<file path="config.mk">
export PLATFORM = sky130hd
export DESIGN_NAME = tod_alarm_core
export DESIGN_NICKNAME = d
export VERILOG_FILES = /design/src/rtl/tod_pkg.sv /design/src/rtl/tod_time_chain.sv /design/src/rtl/tod_alarm_unit.sv /design/src/rtl/tod_irq_unit.sv /design/src/rtl/tod_alarm_core.sv
export SDC_FILE = /design/constraint.sdc
export NUM_CORES = 1
export LEC_CHECK = 0
export ABC_AREA = 1
export BUFFER_PORTS_ARGS = -buffer_cell sky130_fd_sc_hd__buf_2
export CORE_AREA = 2 2 103 115
export DETAILED_ROUTE_END_ITERATION = 8
export DIE_AREA = 0 0 105 117
export PLACE_DENSITY_LB_ADDON = 0.08
export SYNTH_ARGS = -nofsm -noshare
export SYNTH_HDL_FRONTEND = slang
export SYNTH_SLANG_ARGS = --single-unit
</file>
<file path="constraint.sdc">
create_clock -name clk_i -period 1.9 [get_ports clk_i]
set_input_delay 0.285 -clock clk_i [delete_from_list [all_inputs] [get_ports clk_i]]
set_output_delay 0.285 -clock clk_i [all_outputs]
set_load 0.03 [all_outputs]
</file>
<file path="src/rtl/tod_pkg.sv">
package tod_pkg;
  localparam int DATA_W  = 16;
  localparam int ADDR_W  = 6;
  localparam int SEC_W   = 6;
  localparam int MIN_W   = 6;
  localparam int HOUR_W  = 5;
  localparam int N_PER   = 9;
  localparam int STAT_W  = 16;

  localparam logic [ADDR_W-1:0] OFS_HM   = 6'h00;
  localparam logic [ADDR_W-1:0] OFS_SEC  = 6'h04;
  localparam logic [ADDR_W-1:0] OFS_AHM  = 6'h08;
  localparam logic [ADDR_W-1:0] OFS_ASEC = 6'h0C;
  localparam logic [ADDR_W-1:0] OFS_STAT = 6'h14;
  localparam logic [ADDR_W-1:0] OFS_IEN  = 6'h18;
  localparam logic [ADDR_W-1:0] OFS_DAY  = 6'h20;
  localparam logic [ADDR_W-1:0] OFS_ADAY = 6'h24;

  localparam int BIT_SW   = 0;
  localparam int BIT_ALM  = 2;
  localparam int BIT_HZ   = 4;
  localparam int BIT_PER0 = 7;

  localparam logic [STAT_W-1:0] STAT_IMPL =
    STAT_W'((1 << BIT_SW) | (1 << BIT_ALM) | (1 << BIT_HZ) |
            (((1 << N_PER) - 1) << BIT_PER0));
endpackage

</file>
<file path="src/rtl/tod_time_chain.sv">
module tod_time_chain
  import tod_pkg::*;
#(
  parameter int DAY_W = 16
) (
  input  logic              clk_i,
  input  logic              rst_ni,
  input  logic              adv_i,
  input  logic              wr_sec_i,
  input  logic              wr_hm_i,
  input  logic              wr_day_i,
  input  logic [SEC_W-1:0]  wd_sec_i,
  input  logic [MIN_W-1:0]  wd_min_i,
  input  logic [HOUR_W-1:0] wd_hour_i,
  input  logic [DAY_W-1:0]  wd_day_i,
  output logic [SEC_W-1:0]  sec_o,
  output logic [MIN_W-1:0]  min_o,
  output logic [HOUR_W-1:0] hour_o,
  output logic [DAY_W-1:0]  day_o,
  output logic [SEC_W-1:0]  nxt_sec_o,
  output logic [MIN_W-1:0]  nxt_min_o,
  output logic [HOUR_W-1:0] nxt_hour_o,
  output logic [DAY_W-1:0]  nxt_day_o
);
  logic [SEC_W-1:0]  sec_q;
  logic [MIN_W-1:0]  min_q;
  logic [HOUR_W-1:0] hour_q;
  logic [DAY_W-1:0]  day_q;
  logic sec_wrap, min_wrap, hour_wrap;

  // >= keeps out-of-range software values from running away
  assign sec_wrap  = sec_q  >= SEC_W'(59);
  assign min_wrap  = min_q  >= MIN_W'(59);
  assign hour_wrap = hour_q >= HOUR_W'(23);

  always_comb begin
    nxt_sec_o  = sec_wrap ? '0 : sec_q + 1'b1;
    nxt_min_o  = min_q;
    nxt_hour_o = hour_q;
    nxt_day_o  = day_q;
    if (sec_wrap) begin
      nxt_min_o = min_wrap ? '0 : min_q + 1'b1;
      if (min_wrap) begin
        nxt_hour_o = hour_wrap ? '0 : hour_q + 1'b1;
        if (hour_wrap) nxt_day_o = day_q + 1'b1;
      end
    end
  end

  always_ff @(posedge clk_i or negedge rst_ni) begin
    if (!rst_ni) begin
      sec_q  <= '0;
      min_q  <= '0;
      hour_q <= '0;
      day_q  <= '0;
    end else if (adv_i) begin
      sec_q  <= nxt_sec_o;
      min_q  <= nxt_min_o;
      hour_q <= nxt_hour_o;
      day_q  <= nxt_day_o;
    end else begin
      if (wr_sec_i) sec_q <= wd_sec_i;
      if (wr_hm_i) begin
        min_q  <= wd_min_i;
        hour_q <= wd_hour_i;
      end
      if (wr_day_i) day_q <= wd_day_i;
    end
  end

  assign sec_o  = sec_q;
  assign min_o  = min_q;
  assign hour_o = hour_q;
  assign day_o  = day_q;
endmodule

</file>
<file path="src/rtl/tod_alarm_unit.sv">
module tod_alarm_unit
  import tod_pkg::*;
#(
  parameter int DAY_W = 16
) (
  input  logic              clk_i,
  input  logic              rst_ni,
  input  logic              wr_sec_i,
  input  logic              wr_hm_i,
  input  logic              wr_day_i,
  input  logic [SEC_W-1:0]  wd_sec_i,
  input  logic [MIN_W-1:0]  wd_min_i,
  input  logic [HOUR_W-1:0] wd_hour_i,
  input  logic [DAY_W-1:0]  wd_day_i,
  input  logic              adv_i,
  input  logic [SEC_W-1:0]  nxt_sec_i,
  input  logic [MIN_W-1:0]  nxt_min_i,
  input  logic [HOUR_W-1:0] nxt_hour_i,
  input  logic [DAY_W-1:0]  nxt_day_i,
  output logic [SEC_W-1:0]  al_sec_o,
  output logic [MIN_W-1:0]  al_min_o,
  output logic [HOUR_W-1:0] al_hour_o,
  output logic [DAY_W-1:0]  al_day_o,
  output logic              hit_o
);
  always_ff @(posedge clk_i or negedge rst_ni) begin
    if (!rst_ni) begin
      al_sec_o  <= '0;
      al_min_o  <= '0;
      al_hour_o <= '0;
      al_day_o  <= '0;
    end else begin
      if (wr_sec_i) al_sec_o <= wd_sec_i;
      if (wr_hm_i) begin
        al_min_o  <= wd_min_i;
        al_hour_o <= wd_hour_i;
      end
      if (wr_day_i) al_day_o <= wd_day_i;
    end
  end

  // compared against the value the counter is about to load
  assign hit_o = adv_i && (nxt_sec_i == al_sec_o) && (nxt_min_i == al_min_o) &&
                 (nxt_hour_i == al_hour_o) && (nxt_day_i == al_day_o);
endmodule

</file>
<file path="src/rtl/tod_irq_unit.sv">
module tod_irq_unit
  import tod_pkg::*;
(
  input  logic              clk_i,
  input  logic              rst_ni,
  input  logic [STAT_W-1:0] set_i,
  input  logic [STAT_W-1:0] clr_i,
  input  logic              wr_ien_i,
  input  logic [STAT_W-1:0] wd_i,
  output logic [STAT_W-1:0] stat_o,
  output logic [STAT_W-1:0] ien_o,
  output logic              irq_o
);
  logic [STAT_W-1:0] stat_q, ien_q;

  always_ff @(posedge clk_i or negedge rst_ni) begin
    if (!rst_ni) begin
      stat_q <= '0;
      ien_q  <= '0;
    end else begin
      stat_q <= ((stat_q & ~clr_i) | set_i) & STAT_IMPL;
      if (wr_ien_i) ien_q <= wd_i;
    end
  end

  assign stat_o = stat_q;
  assign ien_o  = ien_q;
  assign irq_o  = |(stat_q & ien_q);
endmodule

</file>
<file path="src/rtl/tod_alarm_core.sv">
module tod_alarm_core
  import tod_pkg::*;
#(
  parameter int DAY_W = 16
) (
  input  logic              clk_i,
  input  logic              rst_ni,
  input  logic              tick_1hz_i,
  input  logic              sw_evt_i,
  input  logic [N_PER-1:0]  per_tick_i,
  input  logic [ADDR_W-1:0] addr_i,
  input  logic              wr_en_i,
  input  logic [DATA_W-1:0] wdata_i,
  output logic [DATA_W-1:0] rdata_o,
  output logic              irq_o
);
  logic wr_hm, wr_sec, wr_day, wr_ahm, wr_asec, wr_aday, wr_stat, wr_ien;
  logic time_wr, adv, alarm_hit;
  logic [SEC_W-1:0]  wd_sec, sec_w, nxt_sec, al_sec;
  logic [MIN_W-1:0]  wd_min, min_w, nxt_min, al_min;
  logic [HOUR_W-1:0] wd_hour, hour_w, nxt_hour, al_hour;
  logic [DAY_W-1:0]  wd_day, day_w, nxt_day, al_day;
  logic [STAT_W-1:0] set_vec, clr_vec, stat_w, ien_w;

  assign wr_hm   = wr_en_i && (addr_i == OFS_HM);
  assign wr_sec  = wr_en_i && (addr_i == OFS_SEC);
  assign wr_day  = wr_en_i && (addr_i == OFS_DAY);
  assign wr_ahm  = wr_en_i && (addr_i == OFS_AHM);
  assign wr_asec = wr_en_i && (addr_i == OFS_ASEC);
  assign wr_aday = wr_en_i && (addr_i == OFS_ADAY);
  assign wr_stat = wr_en_i && (addr_i == OFS_STAT);
  assign wr_ien  = wr_en_i && (addr_i == OFS_IEN);

  assign wd_sec  = wdata_i[SEC_W-1:0];
  assign wd_min  = wdata_i[MIN_W-1:0];
  assign wd_hour = wdata_i[8 +: HOUR_W];
  assign wd_day  = wdata_i[DAY_W-1:0];

  assign time_wr = wr_hm || wr_sec || wr_day;
  assign adv     = tick_1hz_i && !time_wr;

  tod_time_chain #(.DAY_W(DAY_W)) u_time (
    .clk_i, .rst_ni, .adv_i(adv),
    .wr_sec_i(wr_sec), .wr_hm_i(wr_hm), .wr_day_i(wr_day),
    .wd_sec_i(wd_sec), .wd_min_i(wd_min), .wd_hour_i(wd_hour), .wd_day_i(wd_day),
    .sec_o(sec_w), .min_o(min_w), .hour_o(hour_w), .day_o(day_w),
    .nxt_sec_o(nxt_sec), .nxt_min_o(nxt_min), .nxt_hour_o(nxt_hour), .nxt_day_o(nxt_day)
  );

  tod_alarm_unit #(.DAY_W(DAY_W)) u_alarm (
    .clk_i, .rst_ni,
    .wr_sec_i(wr_asec), .wr_hm_i(wr_ahm), .wr_day_i(wr_aday),
    .wd_sec_i(wd_sec), .wd_min_i(wd_min), .wd_hour_i(wd_hour), .wd_day_i(wd_day),
    .adv_i(adv), .nxt_sec_i(nxt_sec), .nxt_min_i(nxt_min),
    .nxt_hour_i(nxt_hour), .nxt_day_i(nxt_day),
    .al_sec_o(al_sec), .al_min_o(al_min), .al_hour_o(al_hour), .al_day_o(al_day),
    .hit_o(alarm_hit)
  );

  always_comb begin
    set_vec = '0;
    set_vec[BIT_SW]  = sw_evt_i;
    set_vec[BIT_ALM] = alarm_hit;
    set_vec[BIT_HZ]  = tick_1hz_i;
    set_vec[BIT_PER0 +: N_PER] = per_tick_i;
  end

  assign clr_vec = wr_stat ? wdata_i : '0;

  tod_irq_unit u_irq (
    .clk_i, .rst_ni, .set_i(set_vec), .clr_i(clr_vec),
    .wr_ien_i(wr_ien), .wd_i(wdata_i),
    .stat_o(stat_w), .ien_o(ien_w), .irq_o(irq_o)
  );

  always_comb begin
    rdata_o = '0;
    unique case (addr_i)
      OFS_HM:   rdata_o = {8'(hour_w), 8'(min_w)};
      OFS_SEC:  rdata_o = DATA_W'(sec_w);
      OFS_AHM:  rdata_o = {8'(al_hour), 8'(al_min)};
      OFS_ASEC: rdata_o = DATA_W'(al_sec);
      OFS_STAT: rdata_o = stat_w;
      OFS_IEN:  rdata_o = ien_w;
      OFS_DAY:  rdata_o = DATA_W'(day_w);
      OFS_ADAY: rdata_o = DATA_W'(al_day);
      default:  rdata_o = '0;
    endcase
  end
endmodule

</file>
==> results list <==
- Startpoint type of the worst setup path: register
* Final wirelength: roughly 23000 um
- Max-slew violation count: 0
* Setup WS pre-CTS: -0.536 ns
* Library cell with the largest summed area after synthesis: dfrtp_1
- Count of cell types in the netlist: 38
- The tool flagged a number of max-cap violations equal to 0.
* Final ANT Viol Nets: 0
- IR analysis of the VDD net gives a maximum drop of around 0.0005 V.
- Worst endpoint required time: 2.19 ns
- Worst slew margin relative to its limit: 69.5%
* Arrival time worst endpoint: roughly 2.4 ns
- Die Outline Area: about 0.012 mm2
* Most instantiated flip-flop cell in the synthesis netlist: dfrtp_1
- Total Power: 7.28 mW
- Number of instances on the worst hold path: 3
- DRC marker count from the first detailed-route iteration: ~590
- Synth warnings: 0
* Clk Latency, worst-skew pair: 0.35 ns
- Tmin final: 2.08 ns
- Global routing used 35.5% of the available tracks.
- Antenna Cells: 0
* Average instance area after synthesis: 7.03 um2
* Placed wire-length estimate: 15900 um
- Sequential elements use 39.9% of the synthesized area.
* Layout cells sized above 1: 33.4%
* Number of hold violations in the final report: 0
- Relative to the synthesized area, the layout overhead comes to 46.5%.
- Unrepaired setup endpoints after global routing: true
- On the critical path, the stage with the largest delay is an instance of dfrtp_1.
- Counting cells, the worst reg-to-reg path comes to 14.
- After detailed routing, the number of remaining DRC violations is 0.
* Clock tree from TritonCTS: done
- Of the post-synthesis cell area, the dominant cell type holds 39.9%.
- The clock passes through at most 2 buffers.
- In this run the horizontal extent of the chip is 105 um.
* # H-tree levels: 3
- The count of cells in the finished layout, fillers not included, comes to 1184.
- The count of buffers added on input and output ports is 52.
* Origin of the worst setup path: u_time.sec_o[0]
* Total Neg Setup Slack: -0.429 ns
- Crit Reg-Reg Startpoint: u_time.sec_o[0]
* Hold EP: u_irq.stat_o[9]
* Skew final: 0.00664 ns
- Crit share post-route: 109%
- After clock tree synthesis, the clock-pin slew on the worst setup and hold paths is 0.07 ns.
- Worst Path Class, Setup: reg -> reg
- Achievable clock frequency: 481 MHz
* Number of search-and-repair iterations in the first detailed-routing pass: 5
- Total clock buffers created by CTS: 9
- The most numerous cell type found on the critical path is nand2_1.
* TritonCTS sink count: 94
* Total non-filler cell area in the finished layout: 0.00864 mm2
- Including well taps, the total number of placed cells is 1141.
- Once routing completed, OpenROAD measured the worst setup slack at -0.179 ns.
* Vias post-DR: 6931
- Core area: around 0.011 mm2
* Final GP Congestion: about 1
* Synthesized netlist cell count: ~840
- The via count of the first global-routing pass was 6544.
- Dividing the detail-routed via count by the number of cells gives 5.85.
* Violations in the final reports: negative setup slack
- The worst register-to-register path ends at u_irq.stat_o[2].
* Top cells by area in the synthesized netlist: dfrtp_1 40%, nand2_1 17%, inv_1 7.7%
* Leakage component of the power: 4.27 nW
- Number of enable flip-flop cells after synthesis: 0
* Worst Min Path Start: per_tick_i[2]
- The first global-routing pass estimated 33600 um of wire.
- Dividing total power by cell area gives a power density of between 800 and 900 mW/mm2.
- Entering global routing, the biggest net connects 36 pins.
- Once the floorplan was initialized, standard cells occupied between 50% and 60% of the core.
- Final setup vio count: 9
* Run status: complete, but fails checks
- During I/O placement, the number of pins put on the boundary was 53.
* Height of the die: 117 um
- Antenna violations before repair: 0
* Overall overflow remaining after global route: 0
- R2R Setup Slk: -0.18 ns
- The placed instances occupy a cell area of 0.00723 mm2.
- Wire length per cell: 19.0 um
- Slowest stage delay, CP: approximately 0.42 ns
- Total nets after synthesis: 879
- Crit-path cells: ha_4 -> nor2_4 -> nor2_8 -> buf_6 -> or2_4 -> nand2_2 -> nand2_1 -> nand2_1 -> nand2_1 -> nor2_2 -> nand3_2 -> nor2_4 -> nand3_2 -> nand2_1
* CTS Root Cell: clkbuf_16
- In the final design database the tool counted between 1000 and 1500 nets.
* Post-Synthesis Cell Area: 0.00590 mm2
- In this run, synthesis produced a sequential element count of 94.
* Maximum fanout count along the critical path: 8
- STA classifies the critical path endpoint as a register.
- Share of flip-flops with an asynchronous set or reset after synthesis: 100%
- The tightest min-delay check is of the in -> reg type.
- Slew at the pin closest to its max-slew limit: 0.457 ns
- Row Count: between 40 and 50
[synth_stat cells (all sizes together), types with 2 or more instances]
master / n
dfrtp: 94
a22oi: 9
nor2: 59
nand3: 86
ha: 4
clkinv: 3
nor3: 2
o221ai: 33
buf: 8
o21bai: 5
or2: 2
o21ai: 64
clkbuf: 18
a221oi: 13
a21oi: 5
inv: 124
o211ai: 5
nand2: 271
o2111ai: 4
o22ai: 14
nand4: 12
[placed cells by master, fill, tap and decap left out, types with 4 or more instances in the layout]
master	synthesis	layout
o22ai_2	0	4
a21oi_1	5	4
o221ai_2	0	8
nand2_2	2	12
a221oi_2	0	9
nor2_2	1	13
o221ai_1	33	25
o22ai_1	14	5
buf_2	4	28
buf_4	0	129
nand2_1	268	252
nor2_1	55	34
a22oi_2	0	5
nand4_1	11	11
inv_1	121	110
o211ai_1	5	5
dfrtp_1	94	93
o21ai_0	63	60
o21bai_1	5	5
a22oi_1	9	4
a221oi_4	0	4
nor2_4	1	10
nand3_1	85	72
buf_12	0	5
o22ai_4	0	5
o2111ai_2	0	4
inv_2	3	10
buf_6	2	38
nand2_4	1	7
nand3_2	0	11
clkbuf_16	0	11
[critical path: cells and delay by family (launching register included)]
kind / cells / cell delay, ns
adders and majority gates: 1 / 0.19
buffers and inverters: 1 / 0.13
and+or+nand+nor: 12 / 1.27
DFF: 1 / 0.42
[stage by stage]
step           hold WS (ns)  util (%)
2_1_floorplan       -0.0106         -
3_3_place_gp          0.252      64.7
3_5_place_dp          0.256      64.7
4_1_cts               0.114      72.8
5_1_grt               0.122      77.3
6_report              0.113      77.3
[layout make-up]
cell class / instances / area, um2
fill: 825 / 2540
sequential: 94 / 2350
multi-input combinational: 592 / 3550
clock buffer: 10 / 229
inverter: 127 / 499
clock inverter: 6 / 93.8
tap: 150 / 188
timing repair buffer: 205 / 1730
[kinds of logic (layout without fill, tap and decap cells)]
group / count (synthesis) / in the layout / share of synthesized area [%]
AND/OR/NAND/NOR: 433 / 433 / 31.4
AO/OA/AOI/OAI: 154 / 154 / 17.5
buffers and inverters: 153 / 348 / 10.3
flip-flops: 94 / 94 / 39.9
adder cells (fa/ha/maj): 4 / 4 / 0.849
XOR/XNOR: 1 / 1 / 0.149
[worst max-delay path by stage]
stage | endpoint | slack, ns | cells after the start
after global placement | rdata_o[3] | -0.43 | 9
after floorplan | u_irq.stat_o[2] | 0.0001 | 16
after global routing | u_irq.stat_o[2] | -0.26 | 16
after detailed placement | rdata_o[3] | -0.54 | 9
after CTS | u_irq.stat_o[2] | -0.20 | 17
final | u_irq.stat_o[2] | -0.18 | 14
[power by group]
| part | leakage (nW) | switching (mW) | internal, mW |
|---|---|---|---|
| sequential | 1.16 | 0.319 | 2.32 |
| clock | 0.154 | 0.842 | 1.17 |
| combinational | 2.95 | 1.49 | 1.15 |
[state kept, by name (all words and copies together), names as in the netlist]
| signal | flops |
|---|---|
| u_alarm.al_day_o | 16 |
| u_irq.ien_o | 16 |
| u_time.day_o | 16 |
| u_irq.stat_o | 12 |
| u_alarm.al_min_o | 6 |
| u_alarm.al_sec_o | 6 |
| u_time.min_o | 6 |
| u_time.sec_o | 6 |
| u_alarm.al_hour_o | 5 |
| u_time.hour_o | 5 |
[repair_timing]
action | in CTS | in global routing
pin swaps | 28 | 32
hold buffers | 1 | 0
gates cloned | 1 | 2
buffers inserted | 15 | 11
endpoints found under the hold margin | 27 | 0
gates resized for setup | 108 | 105
setup endpoints to repair | 31 | 32
[per-layer routing]
layer | track usage, % | wire length, um
met2 | 62.9 | 11100
met1 | 42.5 | 8670
met3 | 4.26 | 1540
met5 | 0 | 0
met4 | 19.9 | 1170
Note: power is estimated with default switching activity, not from simulation.
